==> src/rtl/sram_ctrl_pkg.sv <==
package sram_ctrl_pkg;

  typedef enum logic [2:0] {
    PH_IDLE,
    PH_RD,
    PH_RD_TURN,
    PH_WR_SET,
    PH_WR_PULSE,
    PH_WR_HOLD
  } ph_e;

  typedef struct packed {
    logic sel_n;
    logic sel_h;
    logic wr_n;
    logic rd_n;
    logic dout_en;
  } pins_t;

  function automatic int cdiv(input int ns, input int clk_ns);
    return (ns + clk_ns - 1) / clk_ns;
  endfunction

  function automatic int imax(input int a, input int b);
    return (a > b) ? a : b;
  endfunction

  // Pin levels for each phase; pins are registered from the next phase.
  function automatic pins_t pins_for(input ph_e ph);
    pins_t p;
    p = '{sel_n: 1'b1, sel_h: 1'b0, wr_n: 1'b1, rd_n: 1'b1, dout_en: 1'b0};
    case (ph)
      PH_RD:       p = '{sel_n: 1'b0, sel_h: 1'b1, wr_n: 1'b1, rd_n: 1'b0, dout_en: 1'b0};
      PH_WR_SET:   p = '{sel_n: 1'b0, sel_h: 1'b1, wr_n: 1'b1, rd_n: 1'b1, dout_en: 1'b0};
      PH_WR_PULSE: p = '{sel_n: 1'b0, sel_h: 1'b1, wr_n: 1'b0, rd_n: 1'b1, dout_en: 1'b1};
      PH_WR_HOLD:  p = '{sel_n: 1'b0, sel_h: 1'b1, wr_n: 1'b1, rd_n: 1'b1, dout_en: 1'b1};
      default:     ;
    endcase
    return p;
  endfunction

endpackage

==> src/rtl/sram_phase_timer.sv <==
module sram_phase_timer #(
  parameter int CW = 3
) (
  input  logic          clk,
  input  logic          rst_n,
  input  logic          load,
  input  logic [CW-1:0] load_val,
  output logic          expired
);
  logic [CW-1:0] cnt_q;

  always_ff @(posedge clk or negedge rst_n) begin
    if (!rst_n)              cnt_q <= '0;
    else if (load)           cnt_q <= load_val;
    else if (cnt_q != '0)    cnt_q <= cnt_q - 1'b1;
  end

  assign expired = (cnt_q == '0);
endmodule

==> src/rtl/sram_seq.sv <==
module sram_seq
  import sram_ctrl_pkg::*;
#(
  parameter int CW      = 3,
  parameter int RD_N    = 7,
  parameter int TURN_N  = 3,
  parameter int SET_N   = 1,
  parameter int PULSE_N = 4,
  parameter int HOLD_N  = 2
) (
  input  logic          clk,
  input  logic          rst_n,
  input  logic          req_valid,
  input  logic          req_write,
  input  logic          tmr_expired,
  output ph_e           ph_d,
  output logic          idle,
  output logic          accept,
  output logic          capture,
  output logic          tmr_load,
  output logic [CW-1:0] tmr_val
);
  localparam logic [CW-1:0] RD_L    = CW'(RD_N - 1);
  localparam logic [CW-1:0] TURN_L  = CW'(TURN_N - 1);
  localparam logic [CW-1:0] SET_L   = CW'(SET_N - 1);
  localparam logic [CW-1:0] PULSE_L = CW'(PULSE_N - 1);
  localparam logic [CW-1:0] HOLD_L  = CW'(HOLD_N - 1);

  ph_e ph_q;

  always_ff @(posedge clk or negedge rst_n) begin
    if (!rst_n) ph_q <= PH_IDLE;
    else        ph_q <= ph_d;
  end

  always_comb begin
    ph_d     = ph_q;
    accept   = 1'b0;
    capture  = 1'b0;
    tmr_load = 1'b0;
    tmr_val  = '0;
    case (ph_q)
      PH_IDLE: if (req_valid) begin
        accept   = 1'b1;
        tmr_load = 1'b1;
        if (req_write) begin
          ph_d    = PH_WR_SET;
          tmr_val = SET_L;
        end else begin
          ph_d    = PH_RD;
          tmr_val = RD_L;
        end
      end
      PH_RD: if (tmr_expired) begin
        capture  = 1'b1;
        ph_d     = PH_RD_TURN;
        tmr_load = 1'b1;
        tmr_val  = TURN_L;
      end
      PH_RD_TURN: if (tmr_expired) ph_d = PH_IDLE;
      PH_WR_SET: if (tmr_expired) begin
        ph_d     = PH_WR_PULSE;
        tmr_load = 1'b1;
        tmr_val  = PULSE_L;
      end
      PH_WR_PULSE: if (tmr_expired) begin
        ph_d     = PH_WR_HOLD;
        tmr_load = 1'b1;
        tmr_val  = HOLD_L;
      end
      PH_WR_HOLD: if (tmr_expired) ph_d = PH_IDLE;
      default: ph_d = PH_IDLE;
    endcase
  end

  assign idle = (ph_q == PH_IDLE);
endmodule

==> src/rtl/sram_pin_reg.sv <==
module sram_pin_reg
  import sram_ctrl_pkg::*;
#(
  parameter int AW = 20,
  parameter int DW = 8
) (
  input  logic          clk,
  input  logic          rst_n,
  input  ph_e           ph_d,
  input  logic          accept,
  input  logic          capture,
  input  logic [AW-1:0] req_addr,
  input  logic [DW-1:0] req_wdata,
  input  logic [DW-1:0] mem_din,
  output pins_t         pins,
  output logic [AW-1:0] mem_addr,
  output logic [DW-1:0] mem_dout,
  output logic          rd_valid,
  output logic [DW-1:0] rd_data
);
  always_ff @(posedge clk or negedge rst_n) begin
    if (!rst_n) begin
      pins     <= pins_for(PH_IDLE);
      mem_addr <= '0;
      mem_dout <= '0;
      rd_valid <= 1'b0;
      rd_data  <= '0;
    end else begin
      pins     <= pins_for(ph_d);
      rd_valid <= capture;
      if (accept) begin
        mem_addr <= req_addr;
        mem_dout <= req_wdata;
      end
      if (capture) rd_data <= mem_din;
    end
  end
endmodule

==> src/rtl/sram_ctrl.sv <==
module sram_ctrl
  import sram_ctrl_pkg::*;
#(
  parameter int AW     = 20,
  parameter int DW     = 8,
  parameter int CLK_NS = 10,
  parameter int T_RC   = 70,
  parameter int T_AA   = 70,
  parameter int T_OE   = 35,
  parameter int T_OHZ  = 30,
  parameter int T_WC   = 70,
  parameter int T_WP   = 35,
  parameter int T_DW   = 30,
  parameter int T_AS   = 0,
  parameter int T_WR   = 0,
  parameter int T_DH   = 0
) (
  input  logic          clk,
  input  logic          rst_n,
  input  logic          req_valid,
  output logic          req_ready,
  input  logic          req_write,
  input  logic [AW-1:0] req_addr,
  input  logic [DW-1:0] req_wdata,
  output logic          rd_valid,
  output logic [DW-1:0] rd_data,
  output logic [AW-1:0] mem_addr,
  output logic          mem_sel_n,
  output logic          mem_sel_h,
  output logic          mem_wr_n,
  output logic          mem_rd_n,
  output logic [DW-1:0] mem_dout,
  output logic          mem_dout_en,
  input  logic [DW-1:0] mem_din
);
  localparam int RD_N    = imax(1, imax(cdiv(T_AA, CLK_NS),
                                        imax(cdiv(T_RC, CLK_NS), cdiv(T_OE, CLK_NS))));
  localparam int TURN_N  = imax(1, cdiv(T_OHZ, CLK_NS));
  localparam int SET_N   = imax(1, cdiv(T_AS, CLK_NS));
  localparam int PULSE_N = imax(1, imax(cdiv(T_WP, CLK_NS), cdiv(T_DW, CLK_NS)));
  localparam int HOLD_N  = imax(imax(1, cdiv(T_DH, CLK_NS)),
                                imax(cdiv(T_WR, CLK_NS), cdiv(T_WC, CLK_NS) - SET_N - PULSE_N));
  localparam int MAX_N   = imax(imax(RD_N, TURN_N), imax(PULSE_N, imax(SET_N, HOLD_N)));
  localparam int CW      = imax(1, $clog2(MAX_N + 1));

  ph_e           ph_d;
  pins_t         pins;
  logic          idle, accept, capture, tmr_load, tmr_expired;
  logic [CW-1:0] tmr_val;

  sram_phase_timer #(.CW(CW)) u_timer (
    .clk(clk), .rst_n(rst_n), .load(tmr_load), .load_val(tmr_val), .expired(tmr_expired)
  );

  sram_seq #(
    .CW(CW), .RD_N(RD_N), .TURN_N(TURN_N), .SET_N(SET_N), .PULSE_N(PULSE_N), .HOLD_N(HOLD_N)
  ) u_seq (
    .clk(clk), .rst_n(rst_n), .req_valid(req_valid), .req_write(req_write),
    .tmr_expired(tmr_expired), .ph_d(ph_d), .idle(idle), .accept(accept),
    .capture(capture), .tmr_load(tmr_load), .tmr_val(tmr_val)
  );

  sram_pin_reg #(.AW(AW), .DW(DW)) u_pins (
    .clk(clk), .rst_n(rst_n), .ph_d(ph_d), .accept(accept), .capture(capture),
    .req_addr(req_addr), .req_wdata(req_wdata), .mem_din(mem_din), .pins(pins),
    .mem_addr(mem_addr), .mem_dout(mem_dout), .rd_valid(rd_valid), .rd_data(rd_data)
  );

  assign req_ready   = idle;
  assign mem_sel_n   = pins.sel_n;
  assign mem_sel_h   = pins.sel_h;
  assign mem_wr_n    = pins.wr_n;
  assign mem_rd_n    = pins.rd_n;
  assign mem_dout_en = pins.dout_en;
endmodule

==> config.mk <==
export PLATFORM = sky130hd
export DESIGN_NAME = sram_ctrl
export DESIGN_NICKNAME = d
export VERILOG_FILES = /design/src/rtl/sram_ctrl_pkg.sv /design/src/rtl/sram_phase_timer.sv /design/src/rtl/sram_seq.sv /design/src/rtl/sram_pin_reg.sv /design/src/rtl/sram_ctrl.sv
export SDC_FILE = /design/constraint.sdc
export NUM_CORES = 1
export LEC_CHECK = 0
export ABC_AREA = 1
export BUFFER_PORTS_ARGS = -buffer_cell sky130_fd_sc_hd__buf_2
export CORE_ASPECT_RATIO = 1.25
export CORE_UTILIZATION = 47
export CTS_CLUSTER_SIZE = 8
export DETAILED_ROUTE_END_ITERATION = 8
export GPL_ROUTABILITY_DRIVEN = 1
export PLACE_DENSITY = 0.81
export SYNTH_ARGS = -nofsm -noshare
export SYNTH_HDL_FRONTEND = slang
export SYNTH_SLANG_ARGS = --single-unit
export TNS_END_PERCENT = 10
==> constraint.sdc <==
create_clock -name clk -period 1.47 [get_ports clk]
set_input_delay 0.294 -clock clk [delete_from_list [all_inputs] [get_ports clk]]
set_output_delay 0.294 -clock clk [all_outputs]
set_load 0.01 [all_outputs]
==> impl_results.md <==
- Setup violators final: 0
- Final wirelength: 4.02 mm
- Via Count: 1709
- CP delay by family, top: simple AND/OR/NAND/NOR gates
- CP Cell Sequence: inv_2, ha_4, inv_1, nor2_4, nand2_4, nor2_4, nor2_4, or2_1
- Sequential share of the synthesized area: 0.595
- Largest net degree at the start of global routing: 49
- Worst Reg2Reg Path Length in Cells: 8
- Clk_lat worst skew: 290 ps
- R2r startpoint: u_timer.cnt_q[0]
- TritonCTS Buffers: 5
- Mapped Area: 2020 um2
- Number of max-slew violations in the final report: 0
- Sequential Power Share: 0.397
- Rows: 26
- Critical Path AT: 1630 ps
- Root buf cell: clkbuf_8
- Post-synth top area cell: dfrtp_1
- Area growth syn-to-layout: 33.1%
- CTS H-tree lvls: 2
- Initial antenna violation count: 1
- Synthesized instance count: 226
- Max VDD drop: 1.09 mV
- Min-Delay Path Class: in2reg
- Crit path kind: reg2reg
- Internal power: 0.00358 W
- Final Hold Fails: 0
- Number of synthesized flops with an enable pin: 0
- DRC violations left: 0
- Overall Global Routing Usage: 0.186
- Hold path start: req_wdata[1]
- Combinational cell fraction of total power: 0.449
- Clock-pin transition on the worst setup and hold timing paths: 80 ps
- Vias per cell: 4.53
- Detail Route Antenna Nets: 0
- Top-area cell type share of the netlist area: 0.556
- Initial drt markers: 65
- Clock Skews: 6.59 ps
- Period minus WS final: 1420 ps
- Pre-Repair DR Iteration Count: 4
- Filler cell count: 355
- Max frequency: 705 MHz
- Worst Path Required: 1680 ps
- Die extent in y: 75.4 um
- Syn avg cell area: 8.96 um2
- Clock Power Share: 0.154
- Layout cells sized above 1: 0.396
- Status: finished, final reports clean
- Slowest stage cell, crit path: dfrtp_1
- WP buf/inv: 2
- Ant diodes: 0
- Hold path cells: 3
- Worst slew margin: 0.827
- Hold Path End: u_pins.mem_dout[1]
- Most frequent cells in the layout: 119 x nand2_1, 82 x buf_2, 43 x dfrtp_1
- Routability congestion estimate from global placement: 0.840
- Synth warnings: 0
- Max Fanout on Critical Path: 4
- Commonest non-fill, non-tap cell in the layout: nand2_1
- Min Hold Slack: 194 ps
- Setup TNS: 0 ps
- Die area: 4580 um2
- CTS Sinks: 48
- Setup slack, reg-to-reg: 50 ps
- Synth unique cells: 24
- Power, Total: 0.00586 W
- Vias in the first global route: 1495
- Synth Register Bits: 48
- Sw Share: 0.390
- Least-Margin Pin Slew: 260 ps
- Total gr overflow: 0
- Synth Flop Type: dfrtp_1
- Fin crit share: 0.965
- Longest Clk Path Bufs: 2
- Initial Util: 0.494
- Dominant cell type by count on the critical path: nor2_4
- DR WL/cell: 10.7 um
- First-pass GRT wire length: 6.28 mm
- Die width: 60.7 um
- Static Leak: 1.58 nW
- Nets: 362
- Synthesized net count: 268
- Max_cap viols: 0
- IO buf count: 82
- Hpwl dp: 2.94 mm
- CTS tree: done
- Reg2reg end: u_pins.pins[2]
- Boundary Pins: 83
- CP max stage delay: 410 ps
- Async SR Flop Fraction: 1.00
- Critical Path Start Type: flip-flop
- Worst Setup End Kind: flip-flop
- Area contributors post-synth: dfrtp_1 56%, nand2_1 22%, dfstp_2 3.9%
- Pwr/cell area: 2170 nW/um2
- Core ar.: 4100 um2
- NetSw: 0.00228 W
[synth_stat cells (3+ instances only)]
cell	count
nand2_1	120
dfrtp_1	45
inv_1	15
nor2_2	5
nand3_1	4
nor2_1	4
buf_6	3
dfstp_2	3
inv_2	3
nand4_1	3
nor2_4	3
[worst max-delay path by stage]
stage | from | endpoint | slack (ps) | cells past startpoint
floorplan | u_timer.cnt_q[0] | u_pins.pins[2] | 130 | 8
global placement | u_seq.ph_q[1] | u_pins.mem_addr[0] | 80 | 5
CTS | u_seq.ph_q[1] | req_ready | 10 | 4
global route | u_seq.ph_q[1] | req_ready | -4 | 4
finish | u_timer.cnt_q[0] | u_pins.pins[2] | 50 | 8
detailed placement | u_timer.cnt_q[0] | u_pins.rd_data[4] | -4 | 9
[stage by stage]
| stage | cells | util | worst slack (ps) | instance area (um2) |
|---|---|---|---|---|
| after floorplan | 226 | - | 125 | 2020 |
| after global placement | 361 | 0.607 | 75.9 | 2490 |
| after detailed placement | 361 | 0.607 | -3.99 | 2490 |
| after CTS | 371 | 0.639 | 10.5 | 2620 |
| after global routing | 377 | 0.658 | -4.04 | 2700 |
| final | 377 | 0.658 | 51.8 | 2700 |
[power groups by stage]
| stage | Clock (W) | Sequential (W) | Combinational, W |
|---|---|---|---|
| finish | 0.000902 | 0.00233 | 0.00263 |
| global placement | 0 | 0.00234 | 0.00236 |
| CTS | 0.000925 | 0.00233 | 0.00247 |
| global route | 0.000982 | 0.00241 | 0.00299 |
| detailed placement | 0 | 0.00233 | 0.00245 |
| floorplan | 0 | 0.00255 | 0.00137 |
[per-layer routing]
layer,track usage,up-vias,wire [um]
met5,0,-,16
met3,0.0458,6,194
met1,0.223,781,1630
li1,-,865,-
met2,0.322,55,2130
met4,0.0682,2,47
[final cells by class]
type	instances	area (um2)	area share
multi-input cells	152	717	0.266
repair buffers	94	519	0.193
inverters	19	73.8	0.0274
clock buffers	6	72.6	0.0269
flip-flops and latches	48	1210	0.448
clock inverters	2	35.0	0.0130
well taps	56	70.1	0.0260
[worst register-to-register path, cell delays in order (launching register included)]
cell	delay, ps
dfrtp_1	410
inv_2	90
ha_4	130
inv_1	50
nor2_4	160
nand2_4	100
nor2_4	140
nor2_4	60
or2_1	210
[timing repair]
action                                  in CTS  in global routing
resized for setup                            2                 11
hold buffers                                 1                  0
pin swaps                                    1                  5
hold endpoints to repair                    45                  0
buffers inserted                             1                  6
endpoints found under the setup margin       9                 25
[sequential cells by signal, indices dropped and copies added, names as in the netlist]
signal and cells:
u_pins.rd_valid 1, u_pins.rd_data 8, u_seq.ph_q 3, u_pins.mem_dout 8, u_pins.mem_addr 20, u_pins.pins 5
u_timer.cnt_q 3
[logic make-up after synthesis]
logic type      share of synthesized area
flops                               0.595
simple gates                        0.312
buf+inv                            0.0655
fa+ha+maj                          0.0124
xor+xnor                          0.00433
compound gates                     0.0105
Power figures use the tool's default switching activity.
